==> src/rtl/port_pkg.sv <==
package port_pkg;
   localparam logic [1:0] A_DATA   = 2'd0;
   localparam logic [1:0] A_STATUS = 2'd1;
   localparam logic [1:0] A_DIR    = 2'd2;
   localparam logic [1:0] A_ROUTE  = 2'd3;

   typedef enum logic [1:0] {OWN_GPIO = 2'd0, OWN_PWM = 2'd1, OWN_TMR = 2'd2} owner_e;

   // bit i set where both peripheral groups can reach pin i
   function automatic logic [63:0] overlap_mask(input int w, input int tl, input int tc,
                                                input int pl, input int pc);
      logic [63:0] m;
      m = '0;
      for (int i = 0; i < w; i++) begin
         if (i >= tl && i < tl + tc && i >= pl && i < pl + pc) m[i] = 1'b1;
      end
      return m;
   endfunction
endpackage

==> src/rtl/pin_sync.sv <==
module pin_sync #(
   parameter int WIDTH  = 8,
   parameter int STAGES = 2
) (
   input  logic             clk,
   input  logic             rst_n,
   input  logic [WIDTH-1:0] d,
   output logic [WIDTH-1:0] q
);
   if (STAGES < 2) begin : g_bad_stages
      $error("pin_sync needs at least two stages");
   end

   logic [WIDTH-1:0] st [STAGES];

   // no reset: levels stay whatever the pads show
   always_ff @(posedge clk) begin
      st[0] <= d;
   end

   for (genvar k = 1; k < STAGES; k++) begin : g_stage
      always_ff @(posedge clk) begin
         st[k] <= st[k-1];
      end
      p_sync_shift_r9: assert property (@(posedge clk) disable iff (!rst_n)
         1'b1 |=> st[k] == $past(st[k-1]));
   end

   assign q = st[STAGES-1];

   p_sync_entry_r9: assert property (@(posedge clk) disable iff (!rst_n)
      1'b1 |=> st[0] == $past(d));
endmodule

==> src/rtl/port_regs.sv <==
module port_regs
   import port_pkg::*;
#(
   parameter int          WIDTH = 8,
   parameter logic [63:0] RMASK = 64'h0C
) (
   input  logic             clk,
   input  logic             rst_n,
   input  logic [1:0]       addr,
   input  logic             wr,
   input  logic [WIDTH-1:0] wdata,
   input  logic [WIDTH-1:0] pin_sync,
   output logic [WIDTH-1:0] data_q,
   output logic [WIDTH-1:0] dir_q,
   output logic [WIDTH-1:0] route_q,
   output logic [WIDTH-1:0] rdata
);
   localparam logic [WIDTH-1:0] ROUTE_BITS = RMASK[WIDTH-1:0];

   always_ff @(posedge clk or negedge rst_n) begin
      if (!rst_n) begin
         data_q  <= '0;
         dir_q   <= '0;
         route_q <= '0;
      end else if (wr) begin
         case (addr)
            A_DATA:  data_q  <= wdata;
            A_DIR:   dir_q   <= wdata;
            A_ROUTE: route_q <= wdata & ROUTE_BITS;
            default: ;
         endcase
      end
   end

   always_comb begin
      case (addr)
         A_DATA:   rdata = (data_q & dir_q) | (pin_sync & ~dir_q);
         A_STATUS: rdata = pin_sync;
         A_DIR:    rdata = dir_q;
         default:  rdata = route_q;
      endcase
   end

   p_wr_data_r8: assert property (@(posedge clk) disable iff (!rst_n)
      (wr && addr == A_DATA) |=> data_q == $past(wdata));
   p_ro_status_r7: assert property (@(posedge clk) disable iff (!rst_n)
      (wr && addr == A_STATUS) |=> ($stable(data_q) && $stable(dir_q) && $stable(route_q)));
   p_route_hold_r4: assert property (@(posedge clk) disable iff (!rst_n)
      !(wr && addr == A_ROUTE) |=> $stable(route_q));
endmodule

==> src/rtl/pin_owner_arb.sv <==
module pin_owner_arb
   import port_pkg::*;
#(
   parameter int WIDTH   = 8,
   parameter int TMR_LSB = 0,
   parameter int TMR_CH  = 4,
   parameter int PWM_LSB = 2,
   parameter int PWM_CH  = 6
) (
   input  logic              clk,
   input  logic              rst_n,
   input  logic [WIDTH-1:0]  data_q,
   input  logic [WIDTH-1:0]  dir_q,
   input  logic [WIDTH-1:0]  route_q,
   input  logic [PWM_CH-1:0] pwm_en,
   input  logic [PWM_CH-1:0] pwm_val,
   input  logic              tmr_on,
   input  logic [TMR_CH-1:0] tmr_oc_en,
   input  logic [TMR_CH-1:0] tmr_val,
   output logic [WIDTH-1:0]  pad_out,
   output logic [WIDTH-1:0]  pad_oe
);
   for (genvar i = 0; i < WIDTH; i++) begin : g_pin
      localparam bit IN_T = (i >= TMR_LSB) && (i < TMR_LSB + TMR_CH);
      localparam bit IN_P = (i >= PWM_LSB) && (i < PWM_LSB + PWM_CH);
      logic   t_claim, p_claim, t_v, p_v;
      owner_e own;

      if (IN_T) begin : g_t
         assign t_claim = tmr_on & tmr_oc_en[i-TMR_LSB];
         assign t_v     = tmr_val[i-TMR_LSB];
      end else begin : g_nt
         assign t_claim = 1'b0;
         assign t_v     = 1'b0;
      end

      if (IN_P) begin : g_p
         assign p_claim = pwm_en[i-PWM_LSB];
         assign p_v     = pwm_val[i-PWM_LSB];
      end else begin : g_np
         assign p_claim = 1'b0;
         assign p_v     = 1'b0;
      end

      always_comb begin
         if (t_claim && p_claim) own = route_q[i] ? OWN_TMR : OWN_PWM;
         else if (t_claim)       own = OWN_TMR;
         else if (p_claim)       own = OWN_PWM;
         else                    own = OWN_GPIO;
      end

      always_comb begin
         case (own)
            OWN_TMR: begin pad_oe[i] = 1'b1;     pad_out[i] = t_v;       end
            OWN_PWM: begin pad_oe[i] = 1'b1;     pad_out[i] = p_v;       end
            default: begin pad_oe[i] = dir_q[i]; pad_out[i] = data_q[i]; end
         endcase
      end

      p_periph_oe_r5: assert property (@(posedge clk) disable iff (!rst_n)
         (t_claim || p_claim) |-> pad_oe[i]);
      p_gpio_follow_r5: assert property (@(posedge clk) disable iff (!rst_n)
         (!t_claim && !p_claim) |-> (pad_oe[i] == dir_q[i] && pad_out[i] == data_q[i]));
      p_route_pick_r4: assert property (@(posedge clk) disable iff (!rst_n)
         (t_claim && p_claim) |-> pad_out[i] == (route_q[i] ? t_v : p_v));
   end
endmodule

==> src/rtl/shared_pin_port.sv <==
module shared_pin_port
   import port_pkg::*;
#(
   parameter int WIDTH       = 8,
   parameter int TMR_LSB     = 0,
   parameter int TMR_CH      = 4,
   parameter int PWM_LSB     = 2,
   parameter int PWM_CH      = 6,
   parameter int SYNC_STAGES = 2
) (
   input  logic              clk,
   input  logic              rst_n,
   input  logic [WIDTH-1:0]  pad_in,
   input  logic [PWM_CH-1:0] pwm_en,
   input  logic [PWM_CH-1:0] pwm_val,
   input  logic              tmr_on,
   input  logic [TMR_CH-1:0] tmr_oc_en,
   input  logic [TMR_CH-1:0] tmr_val,
   input  logic [1:0]        bus_addr,
   input  logic              bus_wr,
   input  logic [WIDTH-1:0]  bus_wdata,
   output logic [WIDTH-1:0]  bus_rdata,
   output logic [WIDTH-1:0]  pad_out,
   output logic [WIDTH-1:0]  pad_oe
);
   localparam logic [63:0] RMASK = overlap_mask(WIDTH, TMR_LSB, TMR_CH, PWM_LSB, PWM_CH);

   if (WIDTH > 64 || TMR_LSB + TMR_CH > WIDTH || PWM_LSB + PWM_CH > WIDTH) begin : g_bad_map
      $error("peripheral channel range exceeds port width");
   end

   logic [WIDTH-1:0] pin_s, data_q, dir_q, route_q;

   pin_sync #(.WIDTH(WIDTH), .STAGES(SYNC_STAGES)) u_sync (
      .clk(clk), .rst_n(rst_n), .d(pad_in), .q(pin_s));

   port_regs #(.WIDTH(WIDTH), .RMASK(RMASK)) u_regs (
      .clk(clk), .rst_n(rst_n), .addr(bus_addr), .wr(bus_wr), .wdata(bus_wdata),
      .pin_sync(pin_s), .data_q(data_q), .dir_q(dir_q), .route_q(route_q),
      .rdata(bus_rdata));

   pin_owner_arb #(.WIDTH(WIDTH), .TMR_LSB(TMR_LSB), .TMR_CH(TMR_CH),
                   .PWM_LSB(PWM_LSB), .PWM_CH(PWM_CH)) u_arb (
      .clk(clk), .rst_n(rst_n), .data_q(data_q), .dir_q(dir_q), .route_q(route_q),
      .pwm_en(pwm_en), .pwm_val(pwm_val), .tmr_on(tmr_on), .tmr_oc_en(tmr_oc_en),
      .tmr_val(tmr_val), .pad_out(pad_out), .pad_oe(pad_oe));

   p_status_view_r7: assert property (@(posedge clk) disable iff (!rst_n)
      (bus_addr == A_STATUS) |-> bus_rdata == pin_s);
   p_tmr_off_r2: assert property (@(posedge clk) disable iff (!rst_n)
      (!tmr_on && pwm_en == '0) |-> pad_oe == dir_q);
endmodule

==> config.mk <==
export PLATFORM = sky130hd
export DESIGN_NAME = shared_pin_port
export DESIGN_NICKNAME = d
export VERILOG_FILES = /design/src/rtl/port_pkg.sv /design/src/rtl/pin_sync.sv /design/src/rtl/port_regs.sv /design/src/rtl/pin_owner_arb.sv /design/src/rtl/shared_pin_port.sv
export SDC_FILE = /design/constraint.sdc
export NUM_CORES = 1
export LEC_CHECK = 0
export ABC_AREA = 0
export BUFFER_PORTS_ARGS = -buffer_cell sky130_fd_sc_hd__buf_2
export CAP_MARGIN = 40
export CORE_UTILIZATION = 47
export DETAILED_ROUTE_END_ITERATION = 16
export PLACE_DENSITY = 0.79
export SYNTH_ARGS = -nofsm -noshare
export SYNTH_HDL_FRONTEND = slang
export SYNTH_SLANG_ARGS = --single-unit
==> constraint.sdc <==
create_clock -name clk -period 1.5 [get_ports clk]
set_input_delay 0.075 -clock clk [delete_from_list [all_inputs] [get_ports clk]]
set_output_delay 0.075 -clock clk [all_outputs]
set_load 0.02 [all_outputs]
======== Yosys cells after proc, flatten, opt, wreduce, memory -nomap -nowiden ========
Memories as Yosys holds them, arrays and structs flattened.
Cells that the tools add are included.
storage, ports and cells
  output and inout port bits .............. 24
  memories ................................ 1
  word-level logic and storage cells ...... 76
  input port bits ......................... 42
  memory bits (writable) .................. 16
  register bits ........................... 18
memories
  name       words  width  read ports  clocked after memory_dff  wr ports  line            RTL
  u_sync.st  2      8      2           0                         2         pin_sync.sv:14  logic [WIDTH-1:0] st [STAGES];
cells by class
  reductions and logical operators ........ 14
  equality and inequality tests ........... 19
  bitwise logic cells ..................... 8
  multiplexer cells ....................... 31
operator list
  cell                                           count
  one-hot mux 8 bit (3 select lines)             1
  == test 2 bit, second input constant           9
  bitwise AND 8 bit                              2
  == test 2 x 1 -> 1 bit, second input constant  8
  two-way mux 2 bit                              8
  one-hot mux 1 bit (2 select lines)             8
  OR reduction 2 bit                             8
  two-way mux 1 bit                              14
  inverter 8 bit                                 1
  OR 8 bit                                       1
  AND reduction 2 bit                            3
  bitwise AND 1 bit                              4
  == test 1 x 2 -> 1 bit, second input constant  1
  logical AND 1 bit                              2
  logical NOT 2 bit                              1
  == test 1 bit, second input constant           1

======== Depth between registers and ports, before layout ========
  depth after elaboration ................. 6
  depth in mapped cells ................... 6

======== By module ========
A second synthesis with hierarchy kept.
second synthesis, totals
  cells, all modules ...................... 147
  area, all modules ....................... 1,691.6 um^2
by module, submodules not included
  module         cells an instance  times used  seq. area each (um^2)  area each (um^2)
  port_regs      84                 1           450.4                  996.0
  pin_sync       24                 1           320.3                  380.4
  pin_owner_arb  39                 1           0.0                    315.3

======== Worst setup path before layout ========
OpenSTA, ideal clock, no wires.
  path kind ............................... reg-to-output
  start point ............................. register u_regs.route_q[3]
  end point ............................... output pad_out[3]
  arrival ................................. 1.406 ns
  slack ................................... 0.019 ns
  cell stages (with the launch flop) ...... 4
  data required time ...................... 1.425 ns
  buffers on the path ..................... 0
  path through ............................ dfrtp_1 o211a_1 ha_1 o21ai_0
on the way
  cells in the longest elaborated chain, start to end .. 4
  elaborated cells between the ends (all ways) .. 5
  those cells by class .................... eq/ne (2); mux (3)
ends and longest elaborated chain
  what                                                     line                   RTL
  start, declared                                          port_regs.sv:15        output logic [WIDTH-1:0] route_q,
  start signal, assigned                                   port_regs.sv:29        A_ROUTE: route_q <= wdata & ROUTE_BITS;
  two-way mux 2 bit (*) (2 in a row)                       pin_owner_arb.sv:46    if (t_claim && p_claim) own = route_q[i] ? OWN_TMR : OWN_PWM;
  == test 2 x 1 -> 1 bit or == test 2 bit (tied branches)  pin_owner_arb.sv:53    case (own)
  one-hot mux 1 bit (2 select lines) (*)                   pin_owner_arb.sv:53
  end, declared                                            shared_pin_port.sv:23  output logic [WIDTH-1:0] pad_out,
Every way passes the cells marked *; elsewhere a longest branch is shown, timed or not.

======== Final worst setup path ========
Ends and elaborated chain as after synthesis.

==> impl_results.md <==
* Outcome: complete, but fails checks
* Failing checks: negative setup slack
* Post-synthesis adder-cell area fraction at under 10%
* Row Count at 20
* Simple-gate area share of the yosys netlist at between 10% and 20%
* WS Path Type: reg2out
* Clock sink total at 34
* Antenna-violating nets left at 0
* Required time of the critical path at ~1.4 ns
* Final min period at 1.65 ns
* Max cap viols at 0
* Placed Area at around 0.0019 sq mm
* Fin crit share at 110%
* GRT busiest layer: met2
* First-pass GRT wire length at ~5.4 mm
* Synthesized area at between 0.0015 and 0.002 sq mm
* # fillers at approximately 250
* # diodes at 0
* Maximum clock rate at 607 MHz
* Overflow left after global routing at 0
* Main flop type after synthesis: dfrtp_1
* Setup TNS at -0.448 ns
* Worst setup margin at -0.147 ns
* Syn_area_per_cell at roughly 12 sq um
* FF+latch count, synth at 34
* Leak Pwr at around 0.0011 uW
* Global Route Usage Sum at 21.0%
* Drt pass-1 iters at 4
* Detailed router's first-iteration violation count at 33
* Setup Viol. Count Final at 4
* Core ar. at about 0.0031 sq mm
* TritonCTS buffer count at 5
* Via density per instance at roughly 5
* Post-synthesis sequential area ratio at 49.7%
* Library cells used by synthesis at 24
* Share of cells above drive strength 1 at between 50% and 60%
* Via count at ~1300
* Leading area contributor after synthesis: dfrtp_1
* Post-synth top cells: 24 x mux2_2, 18 x dfrtp_1, 16 x dfxtp_1, 12 x nand2b_1
* Layout area overhead at 45.7%
* Fin nets at about 270
* GR Layer Usage met3 at between 5 and 6%
* Arrival time worst endpoint at ~1.6 ns
* I/O pin cnt at 66
* Multi-input logic area at 817 sq um
* Worst Hold Class: in2reg
* RSZ-0062 raised after global routing: yes
* Synth Warn # at 0
* Crit. End Element: output port
* Die Span X at 59.5 um
* Peak VDD IR at about 0.00080 V
* Via count of the first global-routing pass at 1286
* Post-synth EDFFs at 0
* CTS root buffer: clkbuf_4
* Synth area leaders: dfrtp_1 29%, dfxtp_1 21%, mux2_2 17%
* Syn nets at approximately 180
* Largest family of logic cells by synthesized area: multiplexers
* Total Wirelength at 3.47 mm
* Multiplexer share of the synthesized area at a little under a quarter
* Worst Setup SP: u_regs.route_q[3]$_DFFE_PN0P_
* Routing usage on met2 at about two fifths
* Startpoint types: flop
* Compound-cell area share of the yosys netlist at 5.00%
* Met1 track demand over resource at between 20 and 25%
* Worst slew pin tran at 0.408 ns
* Sequential Area at about 770 sq um
* Pwr Total at roughly 2300 uW
* Largest net degree at the start of global routing at 19
* # DRC at 0
* Synth Area in XOR/XNOR at 0%
* Worst-path clk slew at roughly 0.10 ns
* Synth top area share at roughly 29%
* Asr flop ratio synth at between 50% and 60%
* Startpoint of the worst hold path: bus_wr
* Clock Latency Late Sink at between 0.3 and 0.4 ns
* Syn Inst Count at around 130
* Initial antenna violation count at 0
* Port buffer count at 65
* Chip Height at roughly 59 um
* Initial Utilization at approximately half
* Final estimated routing congestion in global placement at a little under 0.7
* RR Startpoint: u_regs.route_q[3]$_DFFE_PN0P_
* Die Area at 0.00353 sq mm
* Final instance area at about 0.0023 sq mm
* Final Hold Vio Count at 0
* Layout Skew at roughly 0.0043 ns
* CTS tree: yes
* H-Tree Depth at 2
* Hpwl dp at about 2.4 mm
* PwrDens at roughly 1000 mW/mm^2
* Max Slew Vio Count at 0
* CP Max Fanout at 4
* Bufs on Longest Clock Path at 2
* Routed len/inst at around 13 um
* Relative slew slack at between 70 and 80%
* Count leader, synth: mux2_2
[critical path, stage by stage (launching register included)]
cell and delay [ns]:
dfrtp_1 0.42, o211a_1 0.27, ha_4 0.30, nand2_2 0.04
o21ai_1 0.06, buf_4 0.15
[registers in the layout (all words and copies together), names as in the netlist]
register	cells
u_sync.st	16
u_regs.dir_q	8
u_regs.route_q	2
u_regs.data_q	8
[worst paths after layout]
path | slack, ns | cells after the start | endpoint
setup reg to reg | 0.57 | 2 | u_regs.route_q[3]$_DFFE_PN0P_
setup / recovery | -0.15 | 5 | pad_out[3]
min in group asynchronous | 0.19 | 2 | u_regs.dir_q[7]$_DFFE_PN0P_
hold / removal | 0.17 | 3 | u_regs.route_q[2]$_DFFE_PN0P_
hold reg to reg | 0.33 | 0 | u_sync.st[0][9]$_DFF_P_
max in group asynchronous | 1.02 | 2 | u_regs.dir_q[5]$_DFFE_PN0P_
[cell families after synthesis]
logic type	after synthesis
and+or+nand+nor	45
AOI/OAI and AO/OA	10
adders and majority gates	4
muxes	32
buffers and inverters	7
DFF	34
[final cells by class]
cell class / instances / area share [%]
Sequential cell: 34 / 34.1
Timing Repair Buffer: 86 / 24.2
Tap cell: 44 / 2.43
Inverter: 3 / 0.498
Clock inverter: 1 / 0.221
Multi-Input combinational cell: 91 / 36.1
Clock buffer: 7 / 2.43
[timing repair]
action / 4_1_cts / 5_1_grt
gates resized for setup: 13 / 9
hold buffers: 16 / 1
endpoints found under the setup margin: 4 / 4
setup buffers: 2 / 0
endpoints found under the hold margin: 40 / 1
pin swaps: 12 / 6
[per-layer routing]
metal  up-vias  part of all wire (%)
li1        634                     -
met1       624                    40
met2        46                    54
met3         4                   5.0
met4         0                  0.78
met5         -                     0
[per-stage QoR]
| stage | cells | hold WS (ns) | util [%] | setup slack, ns |
|---|---|---|---|---|
| 4_1_cts | 265 | 0.00126 | 71.2 | -0.161 |
| 5_1_grt | 266 | 0.172 | 72.9 | -0.216 |
| 2_1_floorplan | 132 | -0.221 | - | 0.0188 |
| 6_report | 266 | 0.175 | 72.9 | -0.147 |
| 3_3_place_gp | 239 | 0.0211 | 62.0 | 0.192 |
| 3_5_place_dp | 239 | 0.0324 | 62.0 | 0.140 |
[report_power, final]
part	total, uW	leakage, uW	switching [uW]	internal [uW]
Combinational	726	0.000686	344	382
Sequential	1110	0.000348	83.2	1020
Clock	509	0.0000353	282	227
[layout by cell type (no fill, tap or decap), drive strengths merged, types with 6 or more instances in the layout]
cell type / count
buf: 69
clkbuf: 7
dfrtp: 18
dfxtp: 16
dlygate4sd3: 17
mux2: 24
mux2i: 8
nand2: 6
nand2b: 12
nor2: 6
nor2b: 8
(Power assumes the default switching activity.)
